## src/rtl/eau_pkg.sv

```systemverilog
package eau_pkg;
  localparam int EA_W   = 16;
  localparam int OB_W   = 8;
  localparam int MAX_OB = 3;
  localparam int CNT_W  = $clog2(MAX_OB + 1);

  typedef logic [EA_W-1:0] addr_t;
  typedef logic [OB_W-1:0] obyte_t;
  typedef logic [CNT_W-1:0] cnt_t;

  localparam logic [2:0] MD_DIR   = 3'd0;
  localparam logic [2:0] MD_EXT   = 3'd1;
  localparam logic [2:0] MD_REL8  = 3'd2;
  localparam logic [2:0] MD_REL16 = 3'd3;
  localparam logic [2:0] MD_IDX   = 3'd4;

  typedef enum logic [1:0] {PB_OFF5, PB_OFF9, PB_OFF16, PB_BAD} pb_kind_e;

  function automatic pb_kind_e pb_classify(obyte_t pb);
    if (!pb[5])                                   return PB_OFF5;
    else if (pb[7:5] == 3'b111 && pb[2:1] == 2'b00) return PB_OFF9;
    else if (pb[7:5] == 3'b111 && pb[2:0] == 3'b010) return PB_OFF16;
    else                                          return PB_BAD;
  endfunction

  function automatic logic [1:0] pb_base_sel(obyte_t pb);
    return pb[5] ? pb[4:3] : pb[7:6];
  endfunction

  function automatic cnt_t pb_len(pb_kind_e k);
    case (k)
      PB_OFF9:  return cnt_t'(2);
      PB_OFF16: return cnt_t'(3);
      default:  return cnt_t'(1);
    endcase
  endfunction

  function automatic addr_t sext8(obyte_t b);
    return {{(EA_W-OB_W){b[OB_W-1]}}, b};
  endfunction

  function automatic addr_t idx_offset(pb_kind_e k, obyte_t b0, obyte_t b1, obyte_t b2);
    case (k)
      PB_OFF5:  return {{(EA_W-5){b0[4]}}, b0[4:0]};
      PB_OFF9:  return {{(EA_W-OB_W){b0[0]}}, b1};
      PB_OFF16: return {b1, b2};
      default:  return '0;
    endcase
  endfunction

  function automatic addr_t pick_base(logic [1:0] rr, addr_t x, addr_t y, addr_t sp, addr_t pcb);
    case (rr)
      2'b00:   return x;
      2'b01:   return y;
      2'b10:   return sp;
      default: return pcb;
    endcase
  endfunction
endpackage

```

## src/rtl/eau_pb_decode.sv

```systemverilog
module eau_pb_decode
  import eau_pkg::*;
(
  input  obyte_t     pb,
  output pb_kind_e   kind,
  output logic [1:0] rr,
  output cnt_t       len
);
  always_comb begin
    kind = pb_classify(pb);
    rr   = pb_base_sel(pb);
    len  = pb_len(kind);
  end
endmodule

```

## src/rtl/eau_ea_calc.sv

```systemverilog
module eau_ea_calc
  import eau_pkg::*;
(
  input  logic [2:0]                   mode_q,
  input  logic [MAX_OB-1:0][OB_W-1:0]  nbuf,
  input  addr_t                        x_q,
  input  addr_t                        y_q,
  input  addr_t                        sp_q,
  input  addr_t                        pc_q,
  output addr_t                        ea_calc,
  output cnt_t                         len_calc,
  output logic                         pb_bad
);
  obyte_t     b0, b1, b2;
  pb_kind_e   kind;
  logic [1:0] rr;
  cnt_t       ilen;
  addr_t      pc_after;

  assign b0 = nbuf[0];
  assign b1 = nbuf[1];
  assign b2 = nbuf[2];

  eau_pb_decode u_dec (.pb(b0), .kind(kind), .rr(rr), .len(ilen));

  assign pb_bad   = (kind == PB_BAD);
  assign pc_after = pc_q + addr_t'(ilen);

  always_comb begin
    ea_calc  = '0;
    len_calc = cnt_t'(1);
    case (mode_q)
      MD_DIR:   ea_calc = {{(EA_W-OB_W){1'b0}}, b0};
      MD_EXT: begin
        ea_calc  = {b0, b1};
        len_calc = cnt_t'(2);
      end
      MD_REL8:  ea_calc = pc_q + addr_t'(1) + sext8(b0);
      MD_REL16: begin
        ea_calc  = pc_q + addr_t'(2) + {b0, b1};
        len_calc = cnt_t'(2);
      end
      MD_IDX: begin
        len_calc = ilen;
        ea_calc  = pick_base(rr, x_q, y_q, sp_q, pc_after) + idx_offset(kind, b0, b1, b2);
      end
      default: ;
    endcase
  end
endmodule

```

## src/rtl/eau_seq.sv

```systemverilog
module eau_seq
  import eau_pkg::*;
(
  input  logic                         clk,
  input  logic                         rst_n,
  input  logic                         start,
  input  logic [2:0]                   mode_in,
  input  addr_t                        x_in,
  input  addr_t                        y_in,
  input  addr_t                        sp_in,
  input  addr_t                        pc_in,
  input  logic                         ob_valid,
  input  obyte_t                       ob_data,
  input  cnt_t                         need_len,
  input  logic                         pb_bad,
  output logic                         busy,
  output logic                         accept,
  output logic                         finish,
  output logic                         fault_ev,
  output logic [2:0]                   mode_q,
  output logic [MAX_OB-1:0][OB_W-1:0]  nbuf,
  output addr_t                        x_q,
  output addr_t                        y_q,
  output addr_t                        sp_q,
  output addr_t                        pc_q
);
  logic                        busy_q;
  cnt_t                        cnt_q;
  logic [MAX_OB-1:0][OB_W-1:0] buf_q;
  logic                        bad_pb_ev, bad_mode_ev;

  assign busy   = busy_q;
  assign accept = busy_q && ob_valid;

  always_comb begin
    nbuf = buf_q;
    for (int i = 0; i < MAX_OB; i++)
      if (accept && cnt_q == cnt_t'(i)) nbuf[i] = ob_data;
  end

  assign bad_pb_ev   = accept && (cnt_q == '0) && (mode_q == MD_IDX) && pb_bad;
  assign bad_mode_ev = !busy_q && start && (mode_in > MD_IDX);
  assign finish      = accept && !bad_pb_ev && (cnt_t'(cnt_q + cnt_t'(1)) == need_len);
  assign fault_ev    = bad_pb_ev || bad_mode_ev;

  always_ff @(posedge clk) begin
    if (!rst_n) begin
      busy_q <= 1'b0;
      cnt_q  <= '0;
      buf_q  <= '0;
      mode_q <= MD_DIR;
      x_q    <= '0;
      y_q    <= '0;
      sp_q   <= '0;
      pc_q   <= '0;
    end else if (!busy_q) begin
      if (start && mode_in <= MD_IDX) begin
        busy_q <= 1'b1;
        cnt_q  <= '0;
        mode_q <= mode_in;
        x_q    <= x_in;
        y_q    <= y_in;
        sp_q   <= sp_in;
        pc_q   <= pc_in;
      end
    end else if (accept) begin
      for (int i = 0; i < MAX_OB; i++)
        if (cnt_q == cnt_t'(i)) buf_q[i] <= ob_data;
      if (finish || bad_pb_ev) begin
        busy_q <= 1'b0;
        cnt_q  <= '0;
      end else begin
        cnt_q <= cnt_q + cnt_t'(1);
      end
    end
  end
endmodule

```

## src/rtl/eff_addr_unit.sv

```systemverilog
module eff_addr_unit
  import eau_pkg::*;
(
  input  logic        clk,
  input  logic        rst_n,
  input  logic        start,
  input  logic [2:0]  mode,
  input  logic [15:0] x_val,
  input  logic [15:0] y_val,
  input  logic [15:0] sp_val,
  input  logic [15:0] pc_val,
  input  logic        ob_valid,
  input  logic [7:0]  ob_data,
  output logic [15:0] ea,
  output logic        done,
  output logic        fault,
  output logic [1:0]  nbytes
);
  logic                        seq_busy, seq_accept, seq_finish, seq_fault;
  logic [2:0]                  seq_mode;
  logic [MAX_OB-1:0][OB_W-1:0] seq_nbuf;
  addr_t                       x_q, y_q, sp_q, pc_q;
  addr_t                       calc_ea;
  cnt_t                        calc_len;
  logic                        calc_pb_bad;

  eau_seq u_seq (
    .clk(clk), .rst_n(rst_n), .start(start), .mode_in(mode),
    .x_in(x_val), .y_in(y_val), .sp_in(sp_val), .pc_in(pc_val),
    .ob_valid(ob_valid), .ob_data(ob_data),
    .need_len(calc_len), .pb_bad(calc_pb_bad),
    .busy(seq_busy), .accept(seq_accept), .finish(seq_finish), .fault_ev(seq_fault),
    .mode_q(seq_mode), .nbuf(seq_nbuf),
    .x_q(x_q), .y_q(y_q), .sp_q(sp_q), .pc_q(pc_q)
  );

  eau_ea_calc u_calc (
    .mode_q(seq_mode), .nbuf(seq_nbuf),
    .x_q(x_q), .y_q(y_q), .sp_q(sp_q), .pc_q(pc_q),
    .ea_calc(calc_ea), .len_calc(calc_len), .pb_bad(calc_pb_bad)
  );

  always_ff @(posedge clk) begin
    if (!rst_n) begin
      ea     <= '0;
      nbytes <= '0;
      done   <= 1'b0;
      fault  <= 1'b0;
    end else begin
      done  <= seq_finish;
      fault <= seq_fault;
      if (seq_finish) begin
        ea     <= calc_ea;
        nbytes <= calc_len;
      end
    end
  end
endmodule

```

## config.mk

```make
export PLATFORM = sky130hd
export DESIGN_NAME = eff_addr_unit
export DESIGN_NICKNAME = d
export VERILOG_FILES = /design/src/rtl/eau_pkg.sv /design/src/rtl/eau_pb_decode.sv /design/src/rtl/eau_ea_calc.sv /design/src/rtl/eau_seq.sv /design/src/rtl/eff_addr_unit.sv
export SDC_FILE = /design/constraint.sdc
export NUM_CORES = 1
export LEC_CHECK = 0
export BUFFER_PORTS_ARGS = -buffer_cell sky130_fd_sc_hd__buf_4
export CAP_MARGIN = 20
export CORE_MARGIN = 4
export CORE_UTILIZATION = 30
export CTS_CLUSTER_DIAMETER = 30
export DETAILED_ROUTE_END_ITERATION = 8
export PLACE_DENSITY = 0.56
export SYNTH_ARGS = -nofsm -noshare
export SYNTH_HDL_FRONTEND = slang
export SYNTH_SLANG_ARGS = --single-unit
```

## constraint.sdc

```tcl
create_clock -name clk -period 4.8 [get_ports clk]
set_input_delay 0.72 -clock clk [delete_from_list [all_inputs] [get_ports clk]]
set_output_delay 0.72 -clock clk [all_outputs]
set_load 0.05 [all_outputs]
```

# Word-level counts from Yosys, hierarchy flattened
# Cells that the tools add are included.
totals:
  regBits: 114
  inputBits: 79
  elab_cells: 90
op_classes:
  n_mux: 22
  order_cmp: 2
  addsub: 7
  n_reduce_logical: 29
  bitwise: 1
  n_eq_ne: 15
op_table:
  columns: ["cell", "n"]
  rows:
  - ["16-bit case mux with 3 select lines", 2]
  - ["16-bit case mux with 5 select lines", 1]
  - ["16-bit adder", 3]
  - ["16-bit 2-to-1 mux", 2]
  - ["8-bit 2-to-1 mux", 3]
  - ["16-bit by 1-bit adder with 16-bit output, second input constant", 1]
  - ["16-bit by 2-bit adder with 16-bit output", 1]
  - ["16-bit by 2-bit adder with 16-bit output, second input constant", 1]
  - ["2-bit 2-to-1 mux", 7]
  - ["1-bit logical AND", 13]
  - ["3-bit by 2-bit equality test with 1-bit output, second input constant", 3]
  - ["3-bit AND reduction", 3]
  - ["2-bit equality test, second input constant", 4]
  - ["2-bit zero test", 4]
  - ["2-bit case mux with 2 select lines", 2]
  - ["2-bit by 1-bit equality test with 1-bit output, second input constant", 3]
  - ["3-bit equality test, second input constant", 2]
  - ["1-bit 2-to-1 mux", 5]
  - ["2-bit AND reduction", 2]
  - ["3-bit by 1-bit equality test with 1-bit output, second input constant", 1]
  - ["3-bit greater-than comparator, second input constant", 1]
  - ["3-bit <= comparator, second input constant", 1]
  - ["3-bit zero test", 1]
  - ["2-bit by 1-bit adder with 2-bit output, second input constant", 1]
  - ["other kinds (7)", 9]

# Longest topological paths before layout
# Gate-level depths: netlist of the first run.
depth:
  depth_word: 17
  depth_mapped: 26
  ltp_nobuf: 25

# Hierarchy
# Synthesis of the first run repeated with hierarchy kept, for this count alone.
unflattened:
  hier_cells: 968
  hier_area_um2: 8406.8
modules_own_cells:
  columns: ["mod", "instances", "seq_area_each_um2", "area_per_inst_um2", "cells_each"]
  rows:
  - ["eau_seq", 1, 1881.8, 3940.0, 415]
  - ["eau_ea_calc", 1, 0.0, 3633.5, 481]
  - ["eff_addr_unit", 1, 400.4, 745.7, 62]
  - ["eau_pb_decode", 1, 0.0, 87.6, 10]

# Least setup slack after synthesis of the first run
# Ideal clock, no wire load.
synth_timing:
  path_type: "input-to-reg"
  from: "input port ob_valid"
  to: "register ea[15]"
  setup_ns: 0.127
  slack_ns: -0.399
  arrival_time_ns: 5.071
  path_stages: 25
  path_buffers: 2
  cell_sequence: "buf_2 nand3_4 nor4_2 or2_2 clkbuf_1 nor2_1 ha_1 inv_1 fa_1 nor2_1 and2_1 nand4_1 xor2_1 nand2_1 o211ai_1 o21ai_0 ha_1 o21ai_0 nand2_1 a21o_1 and3_1 a221oi_1 o21ai_0 xnor2_1 o21ai_1"
synth_between:
  elab_chain_len: 15
synth_lines:
  columns: ["item", "line", "text"]
  rows:
  - ["start, declared", "eff_addr_unit.sv:12", "input logic ob_valid,"]
  - ["1-bit logical AND (*)", "eau_seq.sv:33", "assign accept = busy_q && ob_valid;"]
  - ["1-bit logical AND", "eau_seq.sv:38, eau_seq.sv:41", null]
  - ["8-bit 2-to-1 mux", "eau_seq.sv:38", "if (accept && cnt_q == cnt_t'(i)) nbuf[i] = ob_data;"]
  - ["3-bit equality test / 3-bit by 2-bit equality test with 1-bit output (equally long branches)", "eau_pkg.sv:21, eau_pkg.sv:22", null]
  - ["1-bit logical AND", "eau_pkg.sv:22", "else if (pb[7:5] == 3'b111 && pb[2:0] == 3'b010) return PB_OFF16;"]
  - ["1-bit 2-to-1 mux", "eau_pkg.sv:22", null]
  - ["2-bit 2-to-1 mux", "eau_pkg.sv:21", "else if (pb[7:5] == 3'b111 && pb[2:1] == 2'b00) return PB_OFF9;"]
  - ["2-bit 2-to-1 mux", "eau_pkg.sv:20", "if (!pb[5]) return PB_OFF5;"]
  - ["2-bit equality test / 2-bit by 1-bit equality test with 1-bit output (equally long branches)", "eau_pkg.sv:31, eau_pkg.sv:43", null]
  - ["2-bit case mux with 2 select lines", "eau_pkg.sv:31", "case (k)"]
  - ["16-bit by 2-bit adder with 16-bit output", "eau_ea_calc.sv:27", "assign pc_after = pc_q + addr_t'(ilen);"]
  - ["16-bit case mux with 3 select lines", "eau_pkg.sv:52", "case (rr)"]
  - ["16-bit 2-to-1 mux", "eau_ea_calc.sv:32", "case (mode_q)"]
  - ["16-bit adder", "eau_ea_calc.sv:45", "ea_calc = pick_base(rr, x_q, y_q, sp_q, pc_after) + idx_offset(kind, b0, b1, b2);"]
  - ["16-bit case mux with 5 select lines", "eau_ea_calc.sv:32", null]
  - ["end signal, assigned", "eff_addr_unit.sv:53", "ea <= calc_ea;"]
  - ["end, declared", "eff_addr_unit.sv:14", "output logic [15:0] ea,"]
# Mark *: on every way between the ends. The rest lies on a longest branch, timed or not. The select of a mux whose other input is x is not followed.
# A chain may end at the register's enable or synchronous reset.

# Worst setup path in the final report of the first run
layout_timing:
  from: "register u_seq.cnt_q[1]"
  to: "register ea[12]"
layout_between:
  elab_chain_len: 15
layout_lines:
  columns: ["item", "line", "text"]
  rows:
  - ["start, declared", "eau_seq.sv:28", "cnt_t cnt_q;"]
  - ["start signal, assigned", "eau_seq.sv:73", "cnt_q <= cnt_q + cnt_t'(1);"]
  - ["2-bit zero test", "eau_seq.sv:38, eau_seq.sv:41", null]
  - ["1-bit logical AND", "eau_seq.sv:38, eau_seq.sv:41", null]
  - ["8-bit 2-to-1 mux", "eau_seq.sv:38", null]
  - ["3-bit equality test / 3-bit by 2-bit equality test with 1-bit output (equally long branches)", "eau_pkg.sv:21, eau_pkg.sv:22", null]
  - ["1-bit logical AND", "eau_pkg.sv:22", null]
  - ["1-bit 2-to-1 mux", "eau_pkg.sv:22", null]
  - ["2-bit 2-to-1 mux", "eau_pkg.sv:21", null]
  - ["2-bit 2-to-1 mux", "eau_pkg.sv:20", null]
  - ["2-bit equality test / 2-bit by 1-bit equality test with 1-bit output (equally long branches)", "eau_pkg.sv:31, eau_pkg.sv:43", null]
  - ["2-bit case mux with 2 select lines", "eau_pkg.sv:31", null]
  - ["16-bit by 2-bit adder with 16-bit output", "eau_ea_calc.sv:27", null]
  - ["16-bit case mux with 3 select lines", "eau_pkg.sv:52", null]
  - ["16-bit 2-to-1 mux", "eau_ea_calc.sv:32", null]
  - ["16-bit adder", "eau_ea_calc.sv:45", null]
  - ["16-bit case mux with 5 select lines", "eau_ea_calc.sv:32", null]
# Several ways; a longest one is shown, not always the timed one. The select of a mux whose other input is x is not followed.

==> results.py, run 1 <==
metrics = {
    "logic_synthesis": {
        "synth_xor_area_share_pct": 5.460,
        "synth-adder-area-share_pct": 11.71,
        "syn_inst": 1036,
        "synth_edf_count": 0,
        "synth_compound_area_share_pct": 22.77,
        "yosysUniqueCellTypes": 70,
        "syn_area_sq_um": 7951,
        "synth_mux_area_share_pct": 5.507,
        "synth-simple-area-share_pct": 21.48,
        "synth-seq-area-share_pct": 28.70,
        "async_flop_share_pct": 0,
        "synth_area_per_cell_sq_um": 7.675,
        "synth_nets": 1187,
        "ys_dominant_reg_cell": "dfxtp_1",
        "ys_seq_elements": 114,
        "yosysWarningCount": 0,
        "synth_top_family_by_area": "compound AO/OA/AOI/OAI gates",
    },
    "drt": {
        "wl_per_cell_microns": 18.26,
        "vias": 8070,
        "ant_nets": 0,
        "drt_iter0_drc": 608,
        "postRouteWirelength_microns": 28140,
        "dr.pass1.iters": 5,
        "drc_errors": 0,
        "vias_per_cell": 5.237,
    },
    "placement": {
        "dp.cells": 1499,
        "gp_congestion": 0.9279,
        "place.detailed.hpwl_microns": 21590,
        "dpl-instance-area_sq_um": 9618,
        "io_buffers": 98,
    },
    "setup_path": {
        "crit_family": "simple AND/OR/NAND/NOR gates",
        "slowest_delay_ps": 380,
        "critical_path_class": "flip-flop to flip-flop",
        "cp-end-kind": "flip-flop",
        "critPathSlowestCell": "fa_2",
        "arrival_ps": 4900,
        "worst-path-buf-inv": 4,
        "crit_top_cell": "nand2_1",
        "r2r_cells": 26,
        "cp_max_fo": 6,
        "required_ps": 5150,
        "cp-start-kind": "flip-flop",
        "cp_num_cells": 26,
    },
    "global_route": {
        "track_usage_pct": 18.72,
        "grt_pass1_wl_microns": 42210,
        "grt_max_degree": 54,
        "antenna_found_initial": 0,
        "grt-ovfl-total": 0,
        "grt_pass1_vias": 7540,
    },
    "cells_and_area": {
        "drive_gt1_share_pct": 23.05,
        "final_core_util_pct": 39.80,
        "fin_cells": 1541,
        "area_growth_pct": 30.43,
        "n_antenna_cell": 0,
        "nNetsFinal": 1346,
        "final_area_sq_um": 10370,
    },
    "sta": {
        "slew_violations": 0,
        "fmax_mhz": 219.6,
        "finalCriticalPeriod_ps": 4555,
        "finalHoldViolations": 0,
        "relSlewSlack_pct": 33.18,
        "tightestPinTransition_ps": 1002,
        "setup_tns_ps": 0,
        "period_share_pct": 94.89,
        "setup_viol": 0,
        "fin_skew_ps": 14.62,
    },
    "run": {
        "drv_cap": 0,
    },
    "worst_hold_path": {
        "hold_path_class": "flip-flop to flip-flop",
        "min_path_cells": 2,
    },
    "floorplanning": {
        "rows": 59,
        "ios": 99,
        "fp.dieH_microns": 170.8,
        "die-area_sq_um": 29170,
        "start_util_pct": 30.51,
        "dieWidth_microns": 170.8,
        "fp.coreArea_sq_um": 26060,
    },
    "clock_tree": {
        "numCtsBuffers": 17,
        "ctsRootBufferMaster": "clkbuf_16",
        "clk_latency_ps": 420,
        "clockBufferDepth": 2,
        "clk_pin_slew_ps": 60,
        "cts-htree-levels": 4,
        "postCtsHoldBufs": 0,
        "cts_tree": "done",
        "cts_sinks": 114,
    },
    "power_and_ir_drop": {
        "peakVddDrop_uv": 227.1,
        "leakage_nw": 4.520,
        "p_total_mw": 2.927,
        "power_density_nw_per_um2": 282.3,
    },
    "run_status": {
        "outcome": "finished, final reports clean",
    },
}
## flip-flops by register name, indices dropped and copies added (netlist names)
name	count
u_seq.x_q	16
u_seq.buf_q	24
ea	16
nbytes	2
u_seq.pc_q	16
u_seq.busy	1
done	1
u_seq.mode_q	3
u_seq.y_q	16
u_seq.cnt_q	2
u_seq.sp_q	16
fault	1
## synthesized netlist by cell type, types with 15 or more instances
library cell,count,share of area [%]
o21ai_0,51,3.2
dfxtp_1,114,29
and2_1,17,1.3
nand3_1,17,1.1
inv_1,37,1.7
ha_1,68,11
clkbuf_1,43,2.0
xnor2_1,28,3.1
mux2i_1,21,2.6
a21oi_1,112,7.0
mux2_2,15,2.1
nand2_1,209,9.9
xor2_1,19,2.1
nor2_1,71,3.4
## repair_timing
item                                    4_1_cts  5_1_grt
gates cloned                                  0        1
setup buffers                                 2        8
pin swaps                                     1       20
gates resized for setup                       0       24
endpoints found under the setup margin        1       10
## power breakdown
group	switching [mW]	internal (mW)	leakage, nW
Sequential	0.0456	0.987	0.928
Clock	0.463	0.783	0.267
Combinational	0.372	0.277	3.32
## layout by cell type (no fill, tap or decap), types with 18 or more instances in the layout
cell,count
nand2_1,209
buf_4,190
dfxtp_1,113
a21oi_1,111
nor2_1,69
ha_1,65
o21ai_0,44
inv_1,33
xnor2_1,28
xor2_1,19
mux2i_1,18
## stage by stage
step | hold slack, ps | worst slack, ps
finish | 451.8 | 245.4
global route | 468.8 | -29.83
CTS | 455.4 | 6.626
detailed placement | 447.4 | -179.4
global placement | 443.4 | -148.4
floorplan | 432.9 | -5.923
## cell families after synthesis
logic type      count (synthesis)
mux                            39
flops                         114
buf+inv                        90
fa+ha+maj                      72
simple gates                  384
xor+xnor                       48
compound gates                289
## area by class of cell
class                           count  area [sq um]
Clock inverter                      9         108.9
Timing Repair Buffer              192          1458
Fill cell                        2694         15690
Multi-Input combinational cell    833          5503
Inverter                           37         138.9
Tap cell                          335         419.2
Clock buffer                       21         460.4
Sequential cell                   114          2283
## metal layers
| metal | track usage, % | routed length [microns] | vias up |
|---|---|---|---|
| met3 | 3.443 | 1644 | 44 |
| met5 | 0 | 0 | - |
| li1 | - | - | 3997 |
| met2 | 28.92 | 12490 | 266 |
| met4 | 7.292 | 901 | 0 |
| met1 | 25.92 | 13100 | 3763 |
## worst register-to-register path, stage by stage (launching register included)
cell	delay [ps]
dfxtp_2	320
inv_2	70
ha_4	170
nand3_4	140
buf_6	160
mux2_4	310
a41oi_4	260
ha_4	200
inv_2	40
fa_2	380
nor2_4	120
and2_4	150
buf_4	110
nand2_1	60
xor2_1	170
nand2_1	80
o211ai_1	80
o21ai_1	140
ha_2	220
a21oi_1	80
nor2b_1	120
nor2_1	60
o221a_2	280
or3_1	380
xnor2_1	150
nand2_1	80
a21oi_1	160
## worst paths after layout
path / slack, ps / start / end
max: 250 / u_seq.cnt_q[1]$_SDFFE_PN0P_ / ea[12]$_SDFFE_PN0P_
min: 450 / u_seq.x_q[9]$_SDFFE_PN0P_ / u_seq.x_q[9]$_SDFFE_PN0P_
min reg2reg: 450 / u_seq.x_q[9]$_SDFFE_PN0P_ / u_seq.x_q[9]$_SDFFE_PN0P_
max reg2reg: 250 / u_seq.cnt_q[1]$_SDFFE_PN0P_ / ea[12]$_SDFFE_PN0P_
Power figures use the tool's default switching activity.
==> inputs of run 2 (changes only) <==
Settings changed: SLEW_MARGIN set to 20, SYNTH_HIERARCHICAL set to 1.
==> run 2 against run 1 <==
The flow now finishes with violations (negative setup slack). Total power rose by 4.5%. Design area is 5.6% higher. Combinational power is 9.9% higher. Via count decreased by 1.1%. Final cell count shrank 1.9%. Non-clock buffer count grew 8. Core utilization decreased by 0.27 points. Sequential power barely moved. Hold slack gained 19 ps. Register-to-register slack got worse by 570 ps. Critical path type unchanged.
==> results.py, run 2 <==
metrics = {
    "run_status": {
        "outcome": "finished, violations left",
        "violations": "negative setup slack",
    },
    "worst_hold_path": {
        "hold_path_class": "flip-flop to flip-flop",
    },
    "clock_tree": {
        "cts_tree": "done",
        "clockBufferDepth": 2,
        "cts-htree-levels": 4,
        "clk_pin_slew_ps": 70,
        "ctsRootBufferMaster": "clkbuf_16",
        "cts_sinks": 114,
        "numCtsBuffers": 17,
        "clk_latency_ps": 420,
    },
    "sta": {
        "tightestPinTransition_ps": 1011,
        "setup_viol": 9,
        "period_share_pct": 106.8,
        "fin_skew_ps": 13.76,
        "whs_ps": 471.2,
        "finalCriticalPeriod_ps": 5126,
        "finalHoldViolations": 0,
        "rsz0062_at_grt": "yes",
        "fmax_mhz": 195.1,
        "slew_violations": 0,
        "setup_ws_ps": -326.1,
        "relSlewSlack_pct": 32.57,
    },
    "setup_path": {
        "required_ps": 5120,
        "cp-start-kind": "flip-flop",
        "arrival_ps": 5450,
        "cp_max_fo": 4,
        "critical_path_class": "flip-flop to flip-flop",
        "cp-end-kind": "flip-flop",
    },
    "power_and_ir_drop": {
        "p_seq_share_pct": 34.0,
        "internal-power_mw": 2.049,
        "peakVddDrop_uv": 248.9,
        "power_density_nw_per_um2": 279.3,
        "p_sw_mw": 1.010,
        "p_total_mw": 3.059,
        "p_sw_share_pct": 33.01,
        "p_clk_share_pct": 42.7,
        "combPwrFrac_pct": 23.3,
        "leakage_nw": 4.550,
    },
    "floorplanning": {
        "rows": 61,
        "dieWidth_microns": 175.4,
        "ios": 99,
        "fp.dieH_microns": 175.4,
        "start_util_pct": 30.33,
        "fp.coreArea_sq_um": 27710,
        "die-area_sq_um": 30750,
    },
    "drt": {
        "drt_iter0_drc": 728,
        "wl_per_cell_microns": 19.35,
        "vias": 7982,
        "drc_errors": 0,
        "dr.pass1.iters": 5,
        "ant_nets": 0,
        "postRouteWirelength_microns": 29240,
        "vias_per_cell": 5.283,
    },
    "placement": {
        "place_ws_ps": -603.3,
        "place.detailed.hpwl_microns": 21710,
        "io_buffers": 98,
        "gp_congestion": 0.9335,
        "dpl-instance-area_sq_um": 10150,
    },
    "cells_and_area": {
        "top_register": "u_seq/buf_q",
        "n_antenna_cell": 0,
        "final_common_cell": "buf_4",
        "largest_reg_flops": 24,
        "area_growth_pct": 30.33,
        "nNetsFinal": 1268,
        "final_cell_mix": "197 x buf_4, 112 x dfxtp_1, 107 x o21ai_0, 80 x nand3_1, 56 x ha_1",
        "final_area_sq_um": 10950,
        "drive_gt1_share_pct": 29.04,
    },
    "logic_synthesis": {
        "synth_nets": 1115,
        "syn_area_sq_um": 8403,
        "yosysWarningCount": 6,
        "syn_inst": 967,
        "synth_area_per_cell_sq_um": 8.690,
    },
    "global_route": {
        "track_usage_pct": 18.71,
        "grt_pass1_wl_microns": 45040,
        "grt_pass1_vias": 7770,
        "grt_max_degree": 118,
        "antenna_found_initial": 0,
        "grt-ovfl-total": 0,
    },
    "run": {
        "drv_cap": 0,
    },
}
==> run 2: changes by cell type in the layout (fill, tap and decap cells not counted), moves of 13 or more <==
cell / delta
a21boi_0: +54
a21boi_1: +13
a21oi_1: -76
mux4_2: +15
nand2_1: -175
nand3_1: +63
nor2_1: -36
nor2b_1: +17
o21ai_0: +63
==> run 2: per-stage QoR <==
| step | utilization, % | instances | setup TNS (ps) |
|---|---|---|---|
| 6_report | 39.53 | 1511 | -1594 |
| 5_1_grt | 39.53 | 1511 | -3544 |
| 4_1_cts | 39.10 | 1508 | -1469 |
| 3_5_place_dp | 36.65 | 1474 | -4944 |
| 3_3_place_gp | 36.65 | 1474 | -4231 |
| 2_1_floorplan | - | 967 | -926.2 |
==> run 2: worst paths after layout <==
kind	startpoint	to	slack (ps)	depth (start not counted)
setup / recovery	u_seq/cnt_q[1]$_SDFFE_PN0P_	ea[15]$_SDFFE_PN0P_	-330	25
setup reg to reg	u_seq/cnt_q[1]$_SDFFE_PN0P_	ea[15]$_SDFFE_PN0P_	-330	25
hold reg to reg	u_seq/y_q[8]$_SDFFE_PN0P_	u_seq/y_q[8]$_SDFFE_PN0P_	470	2
hold / removal	u_seq/y_q[8]$_SDFFE_PN0P_	u_seq/y_q[8]$_SDFFE_PN0P_	470	2
==> run 2: what timing repair did <==
item                                    4_1_cts  5_1_grt
hold buffers                                  0        0
pin swaps                                    17       11
endpoints found under the setup margin       11       11
gates resized for setup                      17       21
buffers inserted                              3        3
==> run 2: worst max-delay path, stage by stage, from the launching register on <==
cell and delay, ps:
dfxtp_2 320, inv_2 70, ha_4 140, nand3_4 90, mux2_4 320, nand3b_4 170, o21ai_1 280, ha_4 180
inv_2 40, ha_2 170, fa_2 370, nand4_1 130, nor2_1 70, xor2_1 130, mux4_2 530, ha_4 250
and2_4 150, a221o_1 320, a211oi_2 250, o31ai_2 110, nor4_2 270, nor3_1 100, xnor2_1 220, o211ai_1 120
mux2i_1 150, nor2b_1 60
==> run 2: area by class of cell <==
| cell class | count | area (sq um) |
|---|---|---|
| repair buffers | 200 | 1521 |
| inverters | 25 | 96.34 |
| fillers | 2812 | 16750 |
| well taps | 378 | 473.0 |
| flip-flops and latches | 114 | 2285 |
| clock buffers | 17 | 425.4 |
| multi-input cells | 762 | 5991 |
| clock inverters | 15 | 160.2 |
==> run 2: metal layers <==
layer | part of all wire (%) | vias up | GRT usage, %
met2 | 45 | 245 | 29.88
li1 | - | 3868 | -
met1 | 46 | 3818 | 25.87
met3 | 6.0 | 51 | 3.745
met5 | 0 | - | 0
met4 | 2.5 | 0 | 5.041
==> run 2: power groups by stage <==
stage	combinational [mW]	clock (mW)	sequential, mW
4_1_cts	0.692	1.33	1.04
2_1_floorplan	0.423	0	1.04
5_1_grt	0.777	1.37	1.04
6_report	0.713	1.31	1.04
3_5_place_dp	0.675	0	1.06
3_3_place_gp	0.668	0	1.06
==> inputs of run 3 (changes only) <==
Settings changed: CORE_MARGIN 4 to 2, PLACE_DENSITY 0.56 to 0.55.
Clock period 4.8 ns to 6.5 ns, I/O delays scaled along.
==> run 3 against run 2 <==
The flow now finishes without violations. First-iteration DRC count is 27% lower. Register-to-register slack better by 830 ps. Sequential power is 26% lower. Via count is 5.1% lower. Critical path depth is 1 lower. Design area is 8.7% lower. Worst setup slack better by 750 ps. Final cell count is 5.8% lower. Non-clock buffer count is 88 lower. Clock skew is 2.1 ps higher. Global-route usage is 0.26 points higher. Wire length is 6.1% lower. Critical path type is now input pin to flip-flop. Largest cell class unchanged.
==> results.py, run 3 (synthesized netlist as in run 2, its figures left out) <==
metrics = {
    "floorplanning": {
        "fp.dieH_microns": 171.4,
        "rows": 61,
        "ios": 99,
        "die-area_sq_um": 29360,
        "dieWidth_microns": 171.4,
        "fp.coreArea_sq_um": 27710,
        "start_util_pct": 30.33,
    },
    "drt": {
        "drt_iter0_drc": 535,
        "vias": 7578,
        "ant_nets": 0,
        "dr.pass1.iters": 6,
        "postRouteWirelength_microns": 27460,
        "wl_per_cell_microns": 19.30,
        "vias_per_cell": 5.325,
        "drc_errors": 0,
    },
    "sta": {
        "finalCriticalPeriod_ps": 6074,
        "rsz0062_at_grt": "no",
        "finalHoldViolations": 0,
        "setup_viol": 0,
        "slew_violations": 0,
        "setup_tns_ps": 0,
        "period_share_pct": 93.44,
        "fin_skew_ps": 15.89,
        "relSlewSlack_pct": 35.61,
        "fmax_mhz": 164.6,
        "tightestPinTransition_ps": 965.8,
    },
    "global_route": {
        "grt_max_degree": 118,
        "grt_pass1_vias": 7250,
        "track_usage_pct": 18.98,
        "grt_pass1_wl_microns": 41920,
        "grt-ovfl-total": 0,
        "antenna_found_initial": 0,
    },
    "setup_path": {
        "cp-end-kind": "flip-flop",
        "critPathSlowestCell": "mux4_2",
        "slowest_delay_ps": 510,
        "arrival_ps": 6390,
        "required_ps": 6810,
        "r2r_cells": 25,
        "rr_startpoint": "u_seq/cnt_q[0]$_SDFFE_PN0P_",
        "crit_chain": "buf_4 > nand3_2 > buf_4 > mux2_4 > o21ai_0 > ha_1 > inv_1 > ha_1 > fa_1 > nand4_1 > nor2_1 > xor2_1 > mux4_2 > ha_1 > and2_1 > a221o_1 > a211oi_1 > o31ai_1 > nor2_1 > xor2_1 > o32ai_1 > a311o_1 > mux2i_1 > nor2b_1",
        "cp-start-kind": "input pin",
        "r2r_end": "ea[13]$_SDFFE_PN0P_",
        "crit_top_cell": "ha_1",
        "crit_family": "compound AO/OA/AOI/OAI gates",
        "critical_path_class": "input pin to flip-flop",
        "cp_max_fo": 10,
        "worst-path-buf-inv": 3,
        "r2r_slack_ps": 500,
    },
    "placement": {
        "place.detailed.hpwl_microns": 20050,
        "gp_congestion": 0.8922,
        "io_buffers": 98,
    },
    "run_status": {
        "outcome": "finished, final reports clean",
    },
    "worst_hold_path": {
        "min_path_cells": 2,
        "hp-start": "u_seq/y_q[14]$_SDFFE_PN0P_",
        "hold_path_class": "flip-flop to flip-flop",
        "holdPathEnd": "u_seq/y_q[14]$_SDFFE_PN0P_",
    },
    "clock_tree": {
        "clk_latency_ps": 430,
        "cts_setup_buffers": 0,
        "ctsRootBufferMaster": "clkbuf_16",
        "ctsResizeCount": 0,
        "clockBufferDepth": 2,
        "cts_sinks": 114,
        "cts-htree-levels": 4,
        "clk_pin_slew_ps": 60,
        "postCtsHoldBufs": 0,
        "cts_tree": "done",
        "numCtsBuffers": 17,
    },
    "cells_and_area": {
        "top_register": "u_seq/buf_q",
        "drive_gt1_share_pct": 19.14,
        "final_common_cell": "dfxtp_1",
        "n_antenna_cell": 0,
        "final_core_util_pct": 36.08,
        "nNetsFinal": 1180,
        "num-fill-cells": 2851,
        "final_cell_mix": "114 x dfxtp_1, 112 x buf_4, 112 x o21ai_0, 80 x nand3_1, 65 x ha_1",
        "largest_reg_flops": 24,
        "area_growth_pct": 18.97,
    },
    "power_and_ir_drop": {
        "peakVddDrop_uv": 153.0,
        "leakage_nw": 4.065,
        "power_density_nw_per_um2": 216.1,
        "p_total_mw": 2.160,
    },
    "run": {
        "drv_cap": 0,
    },
}
run 3: cell type report:
cell class | instances | area [sq um] | share of cell area [%]
inverters | 25 | 93.84 | 0.9387
multi-input cells | 762 | 5722 | 57.23
clock buffers | 17 | 425.4 | 4.255
repair buffers | 112 | 840.8 | 8.411
clock inverters | 15 | 160.2 | 1.602
flip-flops and latches | 114 | 2282 | 22.83
well taps | 378 | 473.0 | 4.731
run 3: report_power, final:
group	internal (mW)	switching (mW)
clock	0.545	0.405
combinational	0.183	0.258
sequential	0.729	0.0397
total	1.46	0.703
run 3: routing by layer:
metal | GRT usage (%) | part of all wire, % | vias to the layer above
li1 | - | - | 3698
met1 | 26.15 | 47 | 3602
met2 | 29.47 | 45 | 235
met3 | 3.198 | 4.8 | 43
met4 | 7.517 | 2.9 | 0
met5 | 0 | 0 | -
run 3: how the worst max path moves through the flow:
stage                                            from                   to  depth (start not counted)
after detailed placement                     ob_valid  ea[13]$_SDFFE_PN0P_                         24
after global routing      u_seq/cnt_q[0]$_SDFFE_PN0P_  ea[15]$_SDFFE_PN0P_                         25
after floorplan                              ob_valid  ea[13]$_SDFFE_PN0P_                         23
after global placement                       ob_valid  ea[13]$_SDFFE_PN0P_                         25
final                                        ob_valid  ea[13]$_SDFFE_PN0P_                         24
after CTS                                    ob_valid  ea[13]$_SDFFE_PN0P_                         24
run 3: per-stage QoR:
stage	hold WS, ps	setup WS [ps]	instance area (sq um)	std cells
2_1_floorplan	449.4	858.1	8403	967
3_3_place_gp	462.4	209.5	9412	1391
3_5_place_dp	467.1	88.67	9412	1391
4_1_cts	475.6	497.1	9997	1423
5_1_grt	502.4	164.9	9997	1423
6_report	480.8	426.1	9997	1423
run 3: worst reg2reg max path: cells and delay by family (launching register included):
kind / cells / cell delay (ps)
AO/OA/AOI/OAI: 6 / 1510
XOR/XNOR: 2 / 380
adder cells (fa/ha/maj): 5 / 1430
buffers and inverters: 3 / 340
flip-flops: 1 / 410
multiplexers: 3 / 1000
AND/OR/NAND/NOR: 6 / 830
